### src/rtl/ocd_step_adjust.sv
module ocd_step_adjust #(
  parameter int STEP_W       = 4,
  parameter int DEFAULT_STEP = 8,
  parameter int WL           = 3
) (
  input  logic              clk,
  input  logic              rst_n,
  input  logic              cmd_valid,
  input  logic              cmd_emrs1,
  input  logic [2:0]        cmd_ocd,
  input  logic              dq_strobe,
  input  logic              dq_bit,
  output logic [STEP_W-1:0] pu_step,
  output logic [STEP_W-1:0] pd_step,
  output logic              adj_busy,
  output logic              cal_mode,
  output logic              ocd_err
);
  localparam int WAIT_W = (WL > 1) ? $clog2(WL) : 1;
  localparam logic [STEP_W-1:0] STEP_MAX  = {STEP_W{1'b1}};
  localparam logic [STEP_W-1:0] STEP_INIT = STEP_W'(DEFAULT_STEP);
  localparam logic [WAIT_W-1:0] WAIT_INIT = WAIT_W'(WL - 1);

  logic              cal_q, adj_q, apply_q, err_q;
  logic [WAIT_W-1:0] wait_q;
  logic [1:0]        beat_n;
  logic [3:0]        code_q;
  logic [STEP_W-1:0] pu_q, pd_q, pu_nx, pd_nx;

  wire mode_wr  = cmd_valid & cmd_emrs1;
  wire is_exit  = mode_wr & (cmd_ocd == 3'b000);
  wire is_rsvd  = mode_wr & ((cmd_ocd == 3'b011) | (cmd_ocd == 3'b101) | (cmd_ocd == 3'b110));
  wire refused  = cmd_valid & cal_q & ~is_exit;
  wire take     = mode_wr & ~cal_q & ~is_rsvd;
  wire go_adj   = take & (cmd_ocd == 3'b100);
  wire go_drv   = take & ((cmd_ocd == 3'b001) | (cmd_ocd == 3'b010));
  wire go_dflt  = take & (cmd_ocd == 3'b111);
  wire beat_ok  = dq_strobe & adj_q & (wait_q == '0) & ~apply_q;
  wire last_bt  = beat_ok & (beat_n == 2'd3);

  wire code_ok  = ~(code_q[3] & code_q[2]) & ~(code_q[1] & code_q[0]);

  always_comb begin
    pu_nx = pu_q;
    pd_nx = pd_q;
    if (code_ok) begin
      if (code_q[3] && pu_q != STEP_MAX)  pu_nx = pu_q + 1'b1;
      else if (code_q[2] && pu_q != '0)   pu_nx = pu_q - 1'b1;
      if (code_q[1] && pd_q != STEP_MAX)  pd_nx = pd_q + 1'b1;
      else if (code_q[0] && pd_q != '0)   pd_nx = pd_q - 1'b1;
    end
  end

  always_ff @(posedge clk or negedge rst_n) begin
    if (!rst_n) begin
      cal_q   <= 1'b0;
      adj_q   <= 1'b0;
      apply_q <= 1'b0;
      err_q   <= 1'b0;
      wait_q  <= '0;
      beat_n  <= '0;
      code_q  <= '0;
      pu_q    <= STEP_INIT;
      pd_q    <= STEP_INIT;
    end else begin
      if (apply_q) adj_q <= 1'b0;
      if (is_exit) begin
        cal_q <= 1'b0;
        adj_q <= 1'b0;
      end else if (go_adj) begin
        cal_q  <= 1'b1;
        adj_q  <= 1'b1;
        beat_n <= '0;
      end else if (go_drv || go_dflt) begin
        cal_q <= 1'b1;
      end

      if (refused || is_rsvd) err_q <= 1'b1;

      if (go_adj)              wait_q <= WAIT_INIT;
      else if (wait_q != '0)   wait_q <= wait_q - 1'b1;

      if (beat_ok) begin
        code_q[beat_n] <= dq_bit;
        beat_n         <= beat_n + 1'b1;
      end
      apply_q <= last_bt;

      if (go_dflt) begin
        pu_q <= STEP_INIT;
        pd_q <= STEP_INIT;
      end else if (apply_q) begin
        pu_q <= pu_nx;
        pd_q <= pd_nx;
      end
    end
  end

  assign pu_step  = pu_q;
  assign pd_step  = pd_q;
  assign adj_busy = adj_q;
  assign cal_mode = cal_q;
  assign ocd_err  = err_q;
endmodule

### config.mk
export PLATFORM = sky130hd
export DESIGN_NAME = ocd_step_adjust
export DESIGN_NICKNAME = d
export VERILOG_FILES = /design/src/rtl/ocd_step_adjust.sv
export SDC_FILE = /design/constraint.sdc
export NUM_CORES = 1
export LEC_CHECK = 0
export ABC_AREA = 1
export BUFFER_PORTS_ARGS = -buffer_cell sky130_fd_sc_hd__buf_2
export CAP_MARGIN = 20
export CORE_MARGIN = 4
export CORE_UTILIZATION = 40
export CTS_CLUSTER_DIAMETER = 200
export DETAILED_ROUTE_END_ITERATION = 16
export PLACE_DENSITY = 0.64
export SETUP_SLACK_MARGIN = 0.5
export SLEW_MARGIN = 20
export SYNTH_ARGS = -nofsm -noshare
export SYNTH_HDL_FRONTEND = slang
export SYNTH_SLANG_ARGS = --single-unit
### constraint.sdc
create_clock -name clk -period 1.7 [get_ports clk]
set_clock_uncertainty 0.15 [all_clocks]
set_input_delay 0.255 -clock clk [delete_from_list [all_inputs] [get_ports clk]]
set_output_delay 0.255 -clock clk [all_outputs]
set_load 0.005 [all_outputs]
==> results of run 1 <==
[synth_stat cells (2+ instances only)]
library cell and instances:
nand4_1 3, dfrtp_1 18, nand2_1 45, nor2_1 10
ha_1 9, o21ai_1 6, nand3_1 18, or2_2 2
nand2_2 6, fa_1 2, a21oi_1 3, inv_1 25
dfstp_2 2, xnor2_1 3, a31oi_1 2, o21ai_2 2
inv_2 4
[what timing repair did]
item | in CTS | in global routing
resized for setup | 28 | 24
endpoints found under the setup margin | 27 | 29
endpoints found under the hold margin | 18 | 0
pin swaps | 7 | 8
setup buffers | 11 | 5
hold buffers | 1 | 0
[report_power, final]
group / internal, mW / switching [mW] / leakage [nW]
registers: 0.641 / 0.149 / 0.249
logic: 0.985 / 0.893 / 0.768
clock network: 0.0915 / 0.151 / 0.0150
total: 1.72 / 1.19 / 1.03
[sequential cells by signal, indices dropped and copies added, names as in the netlist]
name / flops
adj_busy: 1
apply_q: 1
beat_n: 2
cal_mode: 1
code_q: 4
ocd_err: 1
pd_step: 4
pu_step: 4
wait_q: 2
[path summary, 6_finish.rpt]
kind | to | cells past startpoint
max in group asynchronous | pu_step[3] | 2
setup / recovery | pd_step[3] | 10
hold / removal | ocd_err | 3
setup reg to reg | pd_step[3] | 10
hold reg to reg | code_q[0] | 2
min in group asynchronous | pu_step[1] | 2
[routing by layer]
metal / routed length, um / global-route usage / vias up
li1: - / - / 642
met1: 1390 / 0.199 / 604
met2: 1810 / 0.297 / 19
met3: 71 / 0.0274 / 5
met4: 32 / 0.0466 / 0
met5: 0 / 0 / -
[cell families (layout without fill, tap and decap cells)]
| group | Yosys count | after routing | synth area share |
|---|---|---|---|
| AND/OR/NAND/NOR | 88 | 88 | 0.301 |
| buffers and inverters | 30 | 82 | 0.0856 |
| flip-flops | 20 | 20 | 0.382 |
| AO/OA/AOI/OAI | 17 | 17 | 0.0875 |
| adder cells (fa/ha/maj) | 11 | 11 | 0.116 |
| XOR/XNOR | 3 | 3 | 0.0200 |
| multiplexers | 1 | 1 | 0.00761 |
[final cells by class]
cell class	instances	area (um^2)	share of cell area
clock buffers	4	26.3	0.0134
inverters	30	118	0.0601
multi-input cells	120	836	0.427
flip-flops and latches	20	503	0.257
well taps	44	55.1	0.0282
repair buffers	48	418	0.214
[metrics by stage]
| stage | cells | hold slack, ns | setup WS [ns] | setup TNS, ns | power, mW |
|---|---|---|---|---|---|
| 3_5_place_dp | 245 | 0.0928 | -0.116 | -0.334 | 2.09 |
| 3_3_place_gp | 245 | 0.0808 | -0.0530 | -0.0888 | 2.01 |
| 6_report | 266 | 0.0497 | -0.163 | -0.645 | 2.91 |
| 4_1_cts | 261 | 0.0391 | -0.103 | -0.470 | 2.64 |
| 5_1_grt | 266 | 0.0388 | -0.284 | -1.28 | 3.17 |
| 2_1_floorplan | 170 | -0.191 | -0.0966 | -0.306 | 1.63 |
[worst max-delay path, delay by kind of cell (launching register included)]
family	cells	cell delay [ns]
adders and majority gates	1	0.25
AOI/OAI and AO/OA	2	0.34
DFF	1	0.57
and+or+nand+nor	7	0.48
==> run metrics, run 1 <==
clk_lat worst skew about 0.3 ns; Rel. slew slack 0.684; worst-path cell chain nand2_4 -> o21ai_4 -> ha_4 -> nand2_2 -> nand2_2 -> a21oi_2 -> nand3_1 -> nand2_1 -> nor2_1 -> nor2_1; critical path required time roughly 1.8 ns; post-synthesis cell count 170; H-tree levels 1; layout cells sized above 1 0.446; # setup viols final 7; Placement Rows 20; Final HPWL DP between 2000 and 2500 um; status finished, violations left; GRT Residual Overflow 0; max-cap viol count 0; post-synthesis cell type with the largest combined area dfrtp_1; number of global-route vias before repair around 1300; Via-to-Cell Ratio between 4 and 5; Worst-Margin Slew 0.475 ns; final slew viol count 0; CTS sink cnt 20; initial antenna violation count 0; Vias 1270; die area between 4000 and 5000 um^2; Cell Area, Synth between 1000 and 1500 um^2; Core ar. 3100 um^2; drt first pass iters 4; Starting Density 0.424; Die Width 65.3 um; die height between 60 and 70 um; Worst Hold Class primary input to register; FFs w/ async S/R, synth 1.00; crit end category register; syn nets 190; ys flop type dfrtp_1; Final Wtd Congestion 0.811; gr usage total 0.164; area grow syn2layout 48.7%; PD cells about 1500 nW/um^2; Antenna Cells 0; CP Data Arrival Time just under 2 ns; post-route cell area between 1500 and 2000 um^2; RSZ-0062 raised after global routing true; ANT nets after route 0; Mean Syn Cell Area 7.74 um^2; DRC Markers 0; Clock Tree Buf Depth 2; yosys warns 0; critical path's slowest cell dfstp_2; I/O pins 20; fmax roughly 540 MHz; first-pass GRT wire length approximately 5500 um; cells taking the most area after synthesis dfrtp_1, nand2_1, ha_1; Worst VDD drop between 0.0008 and 0.0009 V; flops & latches, synth 20; worst reg2reg setup slack -0.16 ns; Nets roughly 240; number of CTS-inserted buffers 3; fillers roughly 270; final worst path period share 1.10; max incr delay on CP approximately 0.57 ns; Crit. Startpoint pd_step[3]; count of final hold-check violations 0; number of buffers added on ports 19; Yosys top cell area share 0.343; Wirelength per Cell about 12 um; Post-synth EDFFs 0; commonest non-fill, non-tap cell in the layout nand2_1; clock-pin slew on the worst setup and hold paths 0.12 ns; clk root buf clkbuf_4; DP Area 1580 um^2; commonest cells after routing, fill and taps aside nand2_1, buf_6, inv_1, dfrtp_1, nand3_1; final setup margin -0.163 ns; HP Start cmd_valid; WL final 3310 um; pin count of the biggest net entering global routing 21; Setup CP Type register to register; RR Startpoint pd_step[3]; CP startpoint kind register; DRT iter0 DRCs 44; Synth cell types 27; CTS tree built; P_leak about 1.0 nW; failing checks negative setup slack; register area share after synthesis 0.382; min cycle time layout 1.86 ns; CP max FO 4; fin util 0.630
Power figures use the tool's default switching activity.
==> run 2: changes to the inputs <==
--- a/config.mk
+++ b/config.mk
@@ -6,7 +6,7 @@
 export NUM_CORES = 1
 export LEC_CHECK = 0
 export ABC_AREA = 1
-export BUFFER_PORTS_ARGS = -buffer_cell sky130_fd_sc_hd__buf_2
+export BUFFER_PORTS_ARGS = -buffer_cell sky130_fd_sc_hd__buf_4
 export CAP_MARGIN = 20
 export CORE_MARGIN = 4
 export CORE_UTILIZATION = 40
==> run 2 against run 1 <==
The run still ends with negative setup slack left. Flip-flop and latch count stayed put. Sequential power down 0.6%. Worst setup slack improved by 0.013 ns. Global-route usage is 0.19 points higher. Sequential share of layout area shrank 0.42 points. Clock power is 59% higher.
==> run metrics, run 2 (synthesis results as in run 1) <==
failing checks negative setup slack; Wirelength per Cell 12.2 um (-1.9%); RSZ-0062 raised after global routing true; Sum Neg Setup Slack -0.581 ns (+0.0641 ns); count of final hold-check violations 0 (unchanged); min cycle time layout 1.85 ns (-0.0128 ns); final slew viol count 0 (unchanged); Final Wtd Congestion 0.824 (+1.7%); crit end category register; fmax 540 MHz (+0.69%); GRT Residual Overflow 0 (unchanged); Rel. slew slack 0.821 (+0.138); fillers 269 (-1.8%); area grow syn2layout 51.2%; final setup margin -0.150 ns (+0.0128 ns); commonest cells after routing, fill and taps aside nand2_1, buf_4, inv_1; P_leak 1.06 nW (+3.0%); Final HPWL DP 2190 um (-2.5%); DRT iter0 DRCs 26 (-41%); Worst VDD drop 0.000697 V (-16%); # setup viols final 7 (unchanged); WL final 3230 um (-2.3%); die height 65.3 um (unchanged); CP startpoint kind register; clock-pin slew on the worst setup and hold paths 0.11 ns (about the same); Core ar. 3100 um^2 (unchanged); final worst path period share 1.09 (-0.00753); number of global-route vias before repair 1290 (+2.5%); Worst-Margin Slew 0.268 ns (-0.206 ns); Clock Tree Buf Depth 2 (unchanged); gr usage total 0.166 (+0.00187); clk root buf clkbuf_4; Worst Hold Class primary input to register; Die Width 65.3 um (unchanged); Placement Rows 20 (unchanged); drt first pass iters 4 (unchanged); fin util 0.641 (+0.0105); ANT nets after route 0 (unchanged); CTS sink cnt 20 (unchanged); initial antenna violation count 0 (unchanged); dpl cells 246 (+0.41%); die area 4270 um^2 (unchanged); H-tree levels 1 (unchanged); Antenna Cells 0 (unchanged); critical path required time 1.75 ns (-0.04 ns); PD cells 1510 nW/um^2 (+1.7%); layout cells sized above 1 0.430 (-0.0161); Via-to-Cell Ratio 4.78 (about the same); Vias 1266 (-0.31%); Nets 242 (-0.41%); first-pass GRT wire length 5610 um (+1.9%); CTS tree built; commonest non-fill, non-tap cell in the layout nand2_1; status finished, violations left; CP max FO 3 (-1); Setup CP Type register to register; Layout Cells excl Fill 265 (-0.38%); DRC Markers 0 (unchanged); clk_lat worst skew 0.30 ns (about the same); pin count of the biggest net entering global routing 21 (unchanged); I/O pins 20 (unchanged); Starting Density 0.424 (unchanged); CP Data Arrival Time 1.90 ns (-0.06 ns); number of buffers added on ports 19 (unchanged); max-cap viol count 0 (unchanged); number of CTS-inserted buffers 3 (unchanged)
==> run 2: final timing paths <==
check | startpoint | to | slack, ns | depth (start not counted)
worst max-delay path | pu_step[3] | pu_step[1] | -0.15 | 7
worst min-delay path | cmd_valid | ocd_err | 0.06 | 3
worst max register to register | pu_step[3] | pu_step[1] | -0.15 | 7
worst min register to register | ocd_err | ocd_err | 0.36 | 2
max in group asynchronous | rst_n | pu_step[3] | 0.90 | 2
min in group asynchronous | rst_n | adj_busy | 0.22 | 2
==> run 2: cell type report <==
class | count | area, um^2 | area share
multi-input cells | 120 | 842 | 0.424
flip-flops and latches | 20 | 503 | 0.253
clock inverters | 1 | 30.0 | 0.0151
clock buffers | 3 | 22.5 | 0.0113
repair buffers | 47 | 415 | 0.209
inverters | 30 | 120 | 0.0604
well taps | 44 | 55.1 | 0.0277
==> run 2: power by group <==
part	switching, mW	internal (mW)
combinational	0.864	0.974
sequential	0.145	0.641
clock	0.148	0.238
==> run 2: what timing repair did <==
item	CTS	global route
endpoints found under the hold margin	20	0
pin swaps	8	8
setup buffers	8	6
resized for setup	26	18
hold buffers	1	0
endpoints found under the setup margin	27	29
==> run 2: per-layer routing <==
metal | up-vias | GRT usage | wire length (um)
met2 | 26 | 0.290 | 1700
li1 | 643 | - | -
met4 | 0 | 0.0389 | 29
met5 | - | 0 | 0
met3 | 4 | 0.0393 | 115
met1 | 593 | 0.207 | 1390
==> run 2: stage by stage <==
step / setup slack (ns) / hold WS [ns] / area [um^2] / total power [mW]
finish: -0.150 / 0.0598 / 1990 / 3.01
global route: -0.271 / 0.0656 / 1990 / 3.28
CTS: -0.120 / 0.0416 / 1870 / 2.83
detailed placement: -0.163 / 0.000791 / 1640 / 2.13
global placement: -0.110 / -0.000494 / 1640 / 2.07
floorplan: -0.0966 / -0.191 / 1340 / 1.63
==> run 2: worst max-delay path, stage by stage, from the launching register on <==
cell     delay (ns)
dfstp_2        0.57
nand2_2        0.07
o21ai_4        0.20
inv_2          0.06
fa_2           0.53
nor2_1         0.04
nand2_1        0.07
o21ai_2        0.06
==> run 3: changes to the inputs <==
--- a/config.mk
+++ b/config.mk
@@ -14,6 +14,7 @@
 export DETAILED_ROUTE_END_ITERATION = 16
 export PLACE_DENSITY = 0.64
 export SETUP_SLACK_MARGIN = 0.5
+export SKIP_LAST_GASP = 1
 export SLEW_MARGIN = 20
 export SYNTH_ARGS = -nofsm -noshare
 export SYNTH_HDL_FRONTEND = slang
==> constraint.sdc (replaced) <==
create_clock -name clk -period 1.7 [get_ports clk]
set_clock_uncertainty 0.15 [all_clocks]
set_input_delay 0.255 -clock clk [delete_from_list [all_inputs] [get_ports clk]]
set_output_delay 0.255 -clock clk [all_outputs]
set_load 0.05 [all_outputs]
==> run 3 against run 2 <==
Maximum frequency decreased by 1.4%. First-iteration DRC count increased by 62%. Largest power group unchanged. Flip-flop and latch count unchanged. Sequential share of layout area increased by 0.80 points. The flow still finishes with violations (negative setup slack). Power increased by 8.3%.
==> run metrics, run 3 (synthesis results as in run 1) <==
clk root buf clkbuf_4; PD cells 1630 nW/um^2 (+7.9%); die height 65.3 um (unchanged); fin util 0.643 (+0.00202); gr usage total 0.157 (-0.00952); final slew viol count 0 (unchanged); Starting Density 0.424 (unchanged); drt first pass iters 4 (unchanged); fmax 533 MHz (-1.4%); max-cap viol count 0 (unchanged); Sum Neg Setup Slack -0.915 ns (-0.334 ns); Setup CP Type register to register; final setup margin -0.177 ns (-0.0268 ns); Core ar. 3100 um^2 (unchanged); number of CTS-inserted buffers 3 (unchanged); clock-pin slew on the worst setup and hold paths 0.12 ns (about the same); min cycle time layout 1.88 ns (+0.0268 ns); Antenna Cells 0 (unchanged); initial antenna violation count 0 (unchanged); clk_lat worst skew 0.31 ns (about the same); I/O pins 20 (unchanged); dpl cells 246 (unchanged); die area 4270 um^2 (unchanged); Flop pwr share 0.250 (-0.011); max incr delay on CP 0.65 ns (+0.08 ns); commonest cells after routing, fill and taps aside nand2_1, buf_4, inv_1; critical path required time 1.80 ns (+0.05 ns); status finished, violations left; H-tree levels 1 (unchanged); CTS sink cnt 20 (unchanged); failing checks negative setup slack; critical path's slowest cell dfstp_4; Rel. slew slack 0.815 (-0.00631); layout cells sized above 1 0.447 (+0.0176); fillers 294 (+9.3%); Placement Rows 20 (unchanged); pin count of the biggest net entering global routing 21 (unchanged); Via-to-Cell Ratio 4.76 (-0.35%); Vias 1252 (-1.1%); Gate power share 0.661 (+0.050); commonest non-fill, non-tap cell in the layout nand2_1; GRT Residual Overflow 0 (unchanged); WL final 3210 um (-0.59%); number of buffers added on ports 19 (unchanged); Final HPWL DP 2270 um (+3.6%); DRT iter0 DRCs 42 (+62%); Wirelength per Cell 12.2 um (+0.17%); CTS tree built; P_leak 1.02 nW (-3.8%); area grow syn2layout 51.7%; Register-to-Register Path Depth 10 (+3); Die Width 65.3 um (unchanged); switching part of the total 0.441 (+0.0567); Nets 240 (-0.83%); ANT nets after route 0 (unchanged); number of global-route vias before repair 1168 (-9.5%); worst-path cell chain nand2_4 -> o21ai_4 -> ha_1 -> nand2_1 -> inv_1 -> a21oi_1 -> nand3_1 -> nand2_1 -> nor2_1 -> nor2_1; Final Wtd Congestion 0.853 (+3.5%); count of final hold-check violations 0 (unchanged); DRC Markers 0 (unchanged); # setup viols final 8 (+1); first-pass GRT wire length 5230 um (-6.8%); NetSw 1.44 mW (+24%); RSZ-0062 raised after global routing true; Worst-Margin Slew 0.278 ns (+0.00947 ns); CP startpoint kind register; Clock Tree Buf Depth 2 (unchanged); Internal 1.82 mW (-1.7%); Clock Power Share 0.089 (-0.039); Worst VDD drop 0.000920 V (+32%); CP Data Arrival Time 1.98 ns (+0.08 ns); Layout Cells excl Fill 263 (-0.75%); final worst path period share 1.10 (+0.0158); worst hold slack 0.0412 ns (-0.0186 ns); hold path cells 3 (unchanged); CP max FO 4 (+1); Worst Hold Class primary input to register; crit end category register
run 3: cell count changes in the layout (fill, tap and decap cells not counted), sizes merged:
cell	delta
bufinv	-1
clkbuf	+1
buf	-2
run 3: layout make-up:
cell class | count | area, um^2 | share of cell area
Inverter | 30 | 118 | 0.0590
Sequential cell | 20 | 520 | 0.261
Multi-Input combinational cell | 120 | 831 | 0.417
Tap cell | 44 | 55.1 | 0.0276
Clock buffer | 4 | 36.3 | 0.0182
Timing Repair Buffer | 45 | 434 | 0.218
run 3: path summary, 6_finish.rpt:
kind / from / endpoint / slack [ns]
max in group asynchronous: rst_n / pd_step[3] / 0.92
max reg2reg: pd_step[3] / pd_step[3] / -0.18
max: pd_step[3] / pd_step[3] / -0.18
min: cmd_valid / ocd_err / 0.04
min in group asynchronous: rst_n / pu_step[1] / 0.21
min reg2reg: code_q[2] / code_q[2] / 0.40
run 3: per-layer routing:
metal / share of wire / GRT usage / routed length, um
met1: 0.44 / 0.194 / 1420
met5: 0 / 0 / 0
met4: 0.0068 / 0.0466 / 22
met2: 0.53 / 0.277 / 1700
met3: 0.022 / 0.0256 / 71
run 3: power groups by stage:
stage / registers, mW / logic (mW) / clock network (mW)
6_report: 0.814 / 2.15 / 0.290
5_1_grt: 0.839 / 2.36 / 0.319
4_1_cts: 0.797 / 1.94 / 0.299
3_5_place_dp: 0.796 / 1.63 / 0
3_3_place_gp: 0.789 / 1.56 / 0
2_1_floorplan: 1.09 / 0.829 / 0
run 3: repair_timing:
action	CTS	global route
endpoints found under the setup margin	27	29
endpoints found under the hold margin	20	0
buffers inserted	6	6
hold buffers	1	0
resized for setup	32	14
pin swaps	10	5
run 3: critical path: cells and delay by family, from the launching register on:
family / cells / cell delay (ns)
compound gates: 2 / 0.31
fa+ha+maj: 1 / 0.27
buf+inv: 1 / 0.05
flops: 1 / 0.65
simple gates: 6 / 0.39
run 3: stage by stage:
| step | area [um^2] | setup slack (ns) | total power, mW |
|---|---|---|---|
| final | 1990 | -0.177 | 3.26 |
| after global routing | 1990 | -0.319 | 3.52 |
| after CTS | 1890 | -0.189 | 3.03 |
| after detailed placement | 1670 | -0.189 | 2.43 |
| after global placement | 1670 | -0.133 | 2.35 |
| after floorplan | 1370 | -0.261 | 1.92 |
